===== src/rtl/seg_xlate_pkg.sv =====
package seg_xlate_pkg;
    localparam int DEF_PA_W  = 32;
    localparam int DEF_OFF_W = 24;
    localparam int DEF_NSEG  = 3;

    typedef enum logic {
        MODE_SELECT = 1'b0,
        MODE_TABLE  = 1'b1
    } seg_mode_e;
endpackage


===== src/rtl/seg_regfile.sv =====
module seg_regfile #(
    parameter int PA_W  = 32,
    parameter int LEN_W = 25,
    parameter int NSEG  = 3,
    parameter int SEL_W = 2
) (
    input  logic                       clk,
    input  logic                       rst_n,
    input  logic                       we,
    input  logic [SEL_W-1:0]           idx,
    input  logic                       is_len,
    input  logic [PA_W-1:0]            wdata,
    output logic [NSEG-1:0][PA_W-1:0]  bases,
    output logic [NSEG-1:0][LEN_W-1:0] lens
);
    logic [NSEG-1:0][PA_W-1:0]  base_d, base_q;
    logic [NSEG-1:0][LEN_W-1:0] len_d,  len_q;

    for (genvar g = 0; g < NSEG; g++) begin : g_seg
        logic hit;
        assign hit = we && (idx == SEL_W'(g));
        always_comb begin
            base_d[g] = base_q[g];
            len_d[g]  = len_q[g];
            if (hit && !is_len) base_d[g] = wdata;
            if (hit &&  is_len) len_d[g]  = wdata[LEN_W-1:0];
        end
    end

    always_ff @(posedge clk or negedge rst_n) begin
        if (!rst_n) begin
            base_q <= '0;
            len_q  <= '0;
        end else begin
            base_q <= base_d;
            len_q  <= len_d;
        end
    end

    assign bases = base_q;
    assign lens  = len_q;
endmodule


===== src/rtl/seg_decode.sv =====
module seg_decode #(
    parameter int PA_W  = 32,
    parameter int OFF_W = 24,
    parameter int NSEG  = 3,
    parameter int SEL_W = 2,
    localparam int SEGF_W = PA_W - OFF_W
) (
    input  logic              mode,
    input  logic [SEL_W-1:0]  seg,
    input  logic [PA_W-1:0]   addr,
    output logic [SEGF_W-1:0] seg_num,
    output logic              seg_bad,
    output logic [OFF_W-1:0]  offset
);
    import seg_xlate_pkg::*;

    always_comb begin
        offset = addr[OFF_W-1:0];
        if (seg_mode_e'(mode) == MODE_TABLE) seg_num = addr[PA_W-1:OFF_W];
        else                                 seg_num = SEGF_W'(seg);
        seg_bad = (seg_num >= SEGF_W'(NSEG));
    end
endmodule


===== src/rtl/seg_check.sv =====
module seg_check #(
    parameter int PA_W   = 32,
    parameter int OFF_W  = 24,
    parameter int LEN_W  = 25,
    parameter int NSEG   = 3,
    parameter int SEGF_W = 8
) (
    input  logic [NSEG-1:0][PA_W-1:0]  bases,
    input  logic [NSEG-1:0][LEN_W-1:0] lens,
    input  logic [SEGF_W-1:0]          seg_num,
    input  logic                       seg_bad,
    input  logic [OFF_W-1:0]           offset,
    output logic                       fault,
    output logic [PA_W-1:0]            paddr
);
    logic [PA_W-1:0]  sel_base;
    logic [LEN_W-1:0] sel_len;

    always_comb begin
        sel_base = '0;
        sel_len  = '0;
        for (int i = 0; i < NSEG; i++) begin
            if (seg_num == SEGF_W'(i)) begin
                sel_base = bases[i];
                sel_len  = lens[i];
            end
        end
        fault = seg_bad || (LEN_W'(offset) >= sel_len);
        paddr = sel_base + PA_W'(offset);
    end
endmodule


===== src/rtl/seg_xlate.sv =====
module seg_xlate #(
    parameter int PA_W  = seg_xlate_pkg::DEF_PA_W,
    parameter int OFF_W = seg_xlate_pkg::DEF_OFF_W,
    parameter int NSEG  = seg_xlate_pkg::DEF_NSEG,
    localparam int SEL_W  = $clog2(NSEG + 1),
    localparam int LEN_W  = OFF_W + 1,
    localparam int SEGF_W = PA_W - OFF_W
) (
    input  logic             clk,
    input  logic             rst_n,
    input  logic             cfg_we,
    input  logic [SEL_W-1:0] cfg_idx,
    input  logic             cfg_len,
    input  logic [PA_W-1:0]  cfg_wdata,
    input  logic             req_valid,
    input  logic             req_mode,
    input  logic [SEL_W-1:0] req_seg,
    input  logic [PA_W-1:0]  req_addr,
    output logic             rsp_ok,
    output logic             rsp_fault,
    output logic [PA_W-1:0]  rsp_paddr
);
    typedef struct packed {
        logic            ok;
        logic            fault;
        logic [PA_W-1:0] paddr;
    } rsp_t;

    logic [NSEG-1:0][PA_W-1:0]  bases;
    logic [NSEG-1:0][LEN_W-1:0] lens;
    logic [SEGF_W-1:0]          seg_num;
    logic                       seg_bad;
    logic [OFF_W-1:0]           offset;
    logic                       chk_fault;
    logic [PA_W-1:0]            chk_paddr;
    rsp_t                       rsp_d, rsp_q;

    seg_regfile #(.PA_W(PA_W), .LEN_W(LEN_W), .NSEG(NSEG), .SEL_W(SEL_W)) u_regs (
        .clk(clk), .rst_n(rst_n), .we(cfg_we), .idx(cfg_idx), .is_len(cfg_len),
        .wdata(cfg_wdata), .bases(bases), .lens(lens)
    );

    seg_decode #(.PA_W(PA_W), .OFF_W(OFF_W), .NSEG(NSEG), .SEL_W(SEL_W)) u_dec (
        .mode(req_mode), .seg(req_seg), .addr(req_addr),
        .seg_num(seg_num), .seg_bad(seg_bad), .offset(offset)
    );

    seg_check #(.PA_W(PA_W), .OFF_W(OFF_W), .LEN_W(LEN_W), .NSEG(NSEG), .SEGF_W(SEGF_W)) u_chk (
        .bases(bases), .lens(lens), .seg_num(seg_num), .seg_bad(seg_bad),
        .offset(offset), .fault(chk_fault), .paddr(chk_paddr)
    );

    always_comb begin
        rsp_d = '0;
        if (req_valid) begin
            rsp_d.fault = chk_fault;
            rsp_d.ok    = !chk_fault;
            if (!chk_fault) rsp_d.paddr = chk_paddr;
        end
    end

    always_ff @(posedge clk or negedge rst_n) begin
        if (!rst_n) rsp_q <= '0;
        else        rsp_q <= rsp_d;
    end

    assign rsp_ok    = rsp_q.ok;
    assign rsp_fault = rsp_q.fault;
    assign rsp_paddr = rsp_q.paddr;
endmodule


===== config.mk =====
export PLATFORM = sky130hd
export DESIGN_NAME = seg_xlate
export DESIGN_NICKNAME = d
export VERILOG_FILES = /design/src/rtl/seg_xlate_pkg.sv /design/src/rtl/seg_regfile.sv /design/src/rtl/seg_decode.sv /design/src/rtl/seg_check.sv /design/src/rtl/seg_xlate.sv
export SDC_FILE = /design/constraint.sdc
export NUM_CORES = 1
export LEC_CHECK = 0
export BUFFER_PORTS_ARGS = -buffer_cell sky130_fd_sc_hd__clkbuf_2
export CAP_MARGIN = 20
export CORE_ASPECT_RATIO = 0.8
export CORE_UTILIZATION = 30
export DETAILED_ROUTE_END_ITERATION = 10
export SYNTH_ARGS = -nofsm -noshare
export SYNTH_HDL_FRONTEND = slang
export SYNTH_SLANG_ARGS = --single-unit

===== constraint.sdc =====
create_clock -name clk -period 7.7 [get_ports clk]
set_input_delay 1.54 -clock clk [delete_from_list [all_inputs] [get_ports clk]]
set_output_delay 1.54 -clock clk [all_outputs]
set_load 0.02 [all_outputs]

==> results.py <==
metrics = {
    "global_routing": {
        "antenna_found_initial": 1,
        "grt.total_usage_pct": 16.3,
        "grt_pass1_vias": 7647,
        "grt_max_degree": 73,
        "grt.overflow.total": 0,
        "grt_pass1_wl_um": 44800,
    },
    "worst_setup_path": {
        "crit_path_start": "req_mode",
        "r2r-start": "u_regs.lens[22]",
        "path_max_fanout": 36,
        "cp_data_required_time_ps": 8080,
        "path_class": "in2reg",
        "crit_path_end_kind": "register",
        "crit_path_start_kind": "input port",
        "critPathArrivalTime_ps": 6160,
    },
    "floorplanning": {
        "die_area_mm2": 0.0357,
        "die_x_um": 211,
        "start_util_pct": 30.9,
        "ios": 108,
        "fp.dieH_um": 169,
        "num_rows": 60,
        "design.core.area_mm2": 0.0340,
    },
    "routing": {
        "drt-vias-per-instance": 5.00,
        "post_drt_wl_per_cell_um": 18.8,
        "drc": 0,
        "vias": 7630,
        "initialDrtViolationCount": 558,
        "antenna_left": 0,
        "dr.pass1.iters": 5,
        "wl_um": 28700,
    },
    "pwr": {
        "p_leak_nw": 5.48,
        "p_sw_mw": 0.842,
        "ir_drop_uv": 121,
        "swShare_pct": 27.5,
        "combinationalPowerShare_pct": 19.4,
        "power_mw": 3.07,
        "p_clk_share_pct": 35.3,
        "power.density_mw_per_mm2": 250,
        "p_int_mw": 2.22,
        "pwr-share-seq_pct": 45.2,
    },
    "sta": {
        "setup_ws_ps": 1920,
        "finalCritPeriodShare_pct": 75.1,
        "fmax_mhz": 173,
        "max_slew_margin_pct": 36.0,
        "tightest_slew_ps": 961,
        "tns_ps": 0,
        "setup_viol": 0,
        "final.min_clock_period_ps": 5780,
        "hold_violations": 0,
        "slew_viol_final": 0,
        "rsz0062_at_grt": "false",
        "clock_skew_ps": 12.4,
    },
    "synth": {
        "yosysUniqueCellTypes": 60,
        "ys_ff_latch": 205,
        "async_flop_share_pct": 100,
        "synth_nets": 1071,
        "yosys_warnings": 0,
        "yosysSeqAreaShare_pct": 48.9,
        "synth-edff-count": 0,
        "netlist_area_mm2": 0.0105,
        "synth_cells": 948,
        "synth_top_flop_cell": "dfrtp_1",
        "syn_area_per_cell_um2": 11.1,
    },
    "place": {
        "dp_slack_ps": 1450,
        "port_buffers": 107,
        "place_inst": 1488,
        "gp_congestion": 0.849,
        "hpwl_um": 19700,
    },
    "cts": {
        "clk_root_buffer_cell": "clkbuf_16",
        "htreeDepth": 1,
        "cts_buffer_depth": 3,
        "post_cts_resize_count": 0,
        "worstSkewPairLatency_ps": 510,
        "clk_pin_slew_worst_paths_ps": 60,
        "post-cts-setup-buffers": 0,
        "holdBufCountCts": 0,
        "cts_tree": "yes",
        "cts.sinks": 205,
        "cts_inserted_buffers": 22,
    },
    "cells_and_area": {
        "syn_to_final_growth_pct": 17.0,
        "final_common_cell": "dfrtp_1",
        "num-fill-cells": 3419,
        "nNetsFinal": 1170,
        "antennaDiodeCount": 0,
        "drive_gt1_share_pct": 33.0,
        "layout_common_cells": "dfrtp_1, mux2_2, nand2_1, clkbuf_2, o21ai_0",
        "stdcell_count": 1527,
    },
    "worst_hold_path": {
        "hold_start": "u_regs.bases[95]",
        "min_path_type": "reg2reg",
    },
    "run_status": {
        "status": "completed",
    },
    "job": {
        "maxCapViolCount": 0,
    },
}
## state kept, by name, summed over array words and instances (netlist names)
signal / cells
u_regs.lens: 75
rsp_paddr: 32
rsp_ok: 1
u_regs.bases: 96
rsp_fault: 1
## layer usage
layer / routed length [um] / GRT usage [%]
met1: 14400 / 24.5
met2: 12400 / 24.3
met3: 1350 / 2.66
met4: 534 / 3.47
met5: 11 / 0
## stage by stage
stage / util [%] / instance area (um^2) / hold WS (ps)
6_report: 36.1 / 12300 / 499
5_1_grt: 36.1 / 12300 / 514
4_1_cts: 36.1 / 12300 / 502
3_5_place_dp: 33.9 / 11500 / 488
3_3_place_gp: 33.9 / 11500 / 481
2_1_floorplan: - / 10500 / 474
## worst max-delay path: stages
cell and delay, ps:
clkbuf_2 170, mux2i_1 410, nand2_1 160, nor2_4 460, buf_4 550, nand2_1 110
nand2_1 100, o21ai_0 100, ha_1 310, nand4_1 160, o211ai_1 220, o221ai_1 190
o211ai_1 190, a21o_1 180, a21o_1 770, inv_2 280, nand3_1 160, nand3_1 80
## power groups by stage
stage | clock, mW | sequential (mW) | combinational (mW)
3_5_place_dp | 0 | 1.41 | 0.596
6_report | 1.08 | 1.39 | 0.596
3_3_place_gp | 0 | 1.40 | 0.584
5_1_grt | 1.15 | 1.42 | 0.662
2_1_floorplan | 0 | 1.39 | 0.414
4_1_cts | 1.11 | 1.39 | 0.599
## final cells by class
cell class	instances	area, um^2	share of cell area (%)
multi-input cells	694	5170	42.1
repair buffers	119	634	5.16
well taps	465	582	4.74
inverters	5	18.8	0.153
flip-flops and latches	205	5130	41.8
clock inverters	4	45.0	0.367
clock buffers	35	701	5.70
## synth_stat cells (3+ instances only)
| cell type | instances | area, um^2 |
|---|---|---|
| a211oi_1 | 5 | 37.5 |
| a21boi_0 | 3 | 22.5 |
| a21o_1 | 15 | 113 |
| a21oi_1 | 55 | 275 |
| a21oi_2 | 3 | 26.3 |
| and2_1 | 6 | 37.5 |
| buf_6 | 4 | 45.0 |
| clkbuf_1 | 38 | 143 |
| dfrtp_1 | 205 | 5130 |
| ha_1 | 48 | 601 |
| inv_1 | 4 | 15.0 |
| mux2_2 | 171 | 1930 |
| mux2i_1 | 6 | 60.1 |
| nand2_1 | 110 | 413 |
| nand3_1 | 10 | 50.1 |
| nand4_1 | 5 | 31.3 |
| nand4b_1 | 3 | 26.3 |
| nor2_1 | 65 | 244 |
| nor3_1 | 8 | 40.0 |
| nor4_1 | 5 | 31.3 |
| o211ai_1 | 7 | 52.6 |
| o21a_1 | 5 | 37.5 |
| o21ai_0 | 78 | 390 |
| o21ai_1 | 17 | 85.1 |
| o21ai_2 | 5 | 43.8 |
| o22ai_1 | 4 | 25.0 |
| or3_1 | 4 | 25.0 |
| xnor2_1 | 8 | 70.1 |
| xor2_1 | 11 | 96.3 |
## cells by family after synthesis
family	count (synthesis)	synth area share, %
and+or+nand+nor	235	10.2
AOI/OAI and AO/OA	212	12.1
DFF	205	48.9
muxes	179	19.2
buffers and inverters	49	2.09
adders and majority gates	49	5.91
xor gates and xnor gates	19	1.59
## final timing paths
check,cells past startpoint,slack [ps],end
setup / recovery,18,1920,rsp_paddr[24]
hold / removal,1,500,u_regs.bases[95]
setup reg to reg,13,4020,rsp_paddr[24]
hold reg to reg,1,500,u_regs.bases[95]
max in group asynchronous,2,5280,u_regs.bases[86]
min in group asynchronous,1,1040,u_regs.bases[93]
Note: power is estimated with default switching activity, not from simulation.
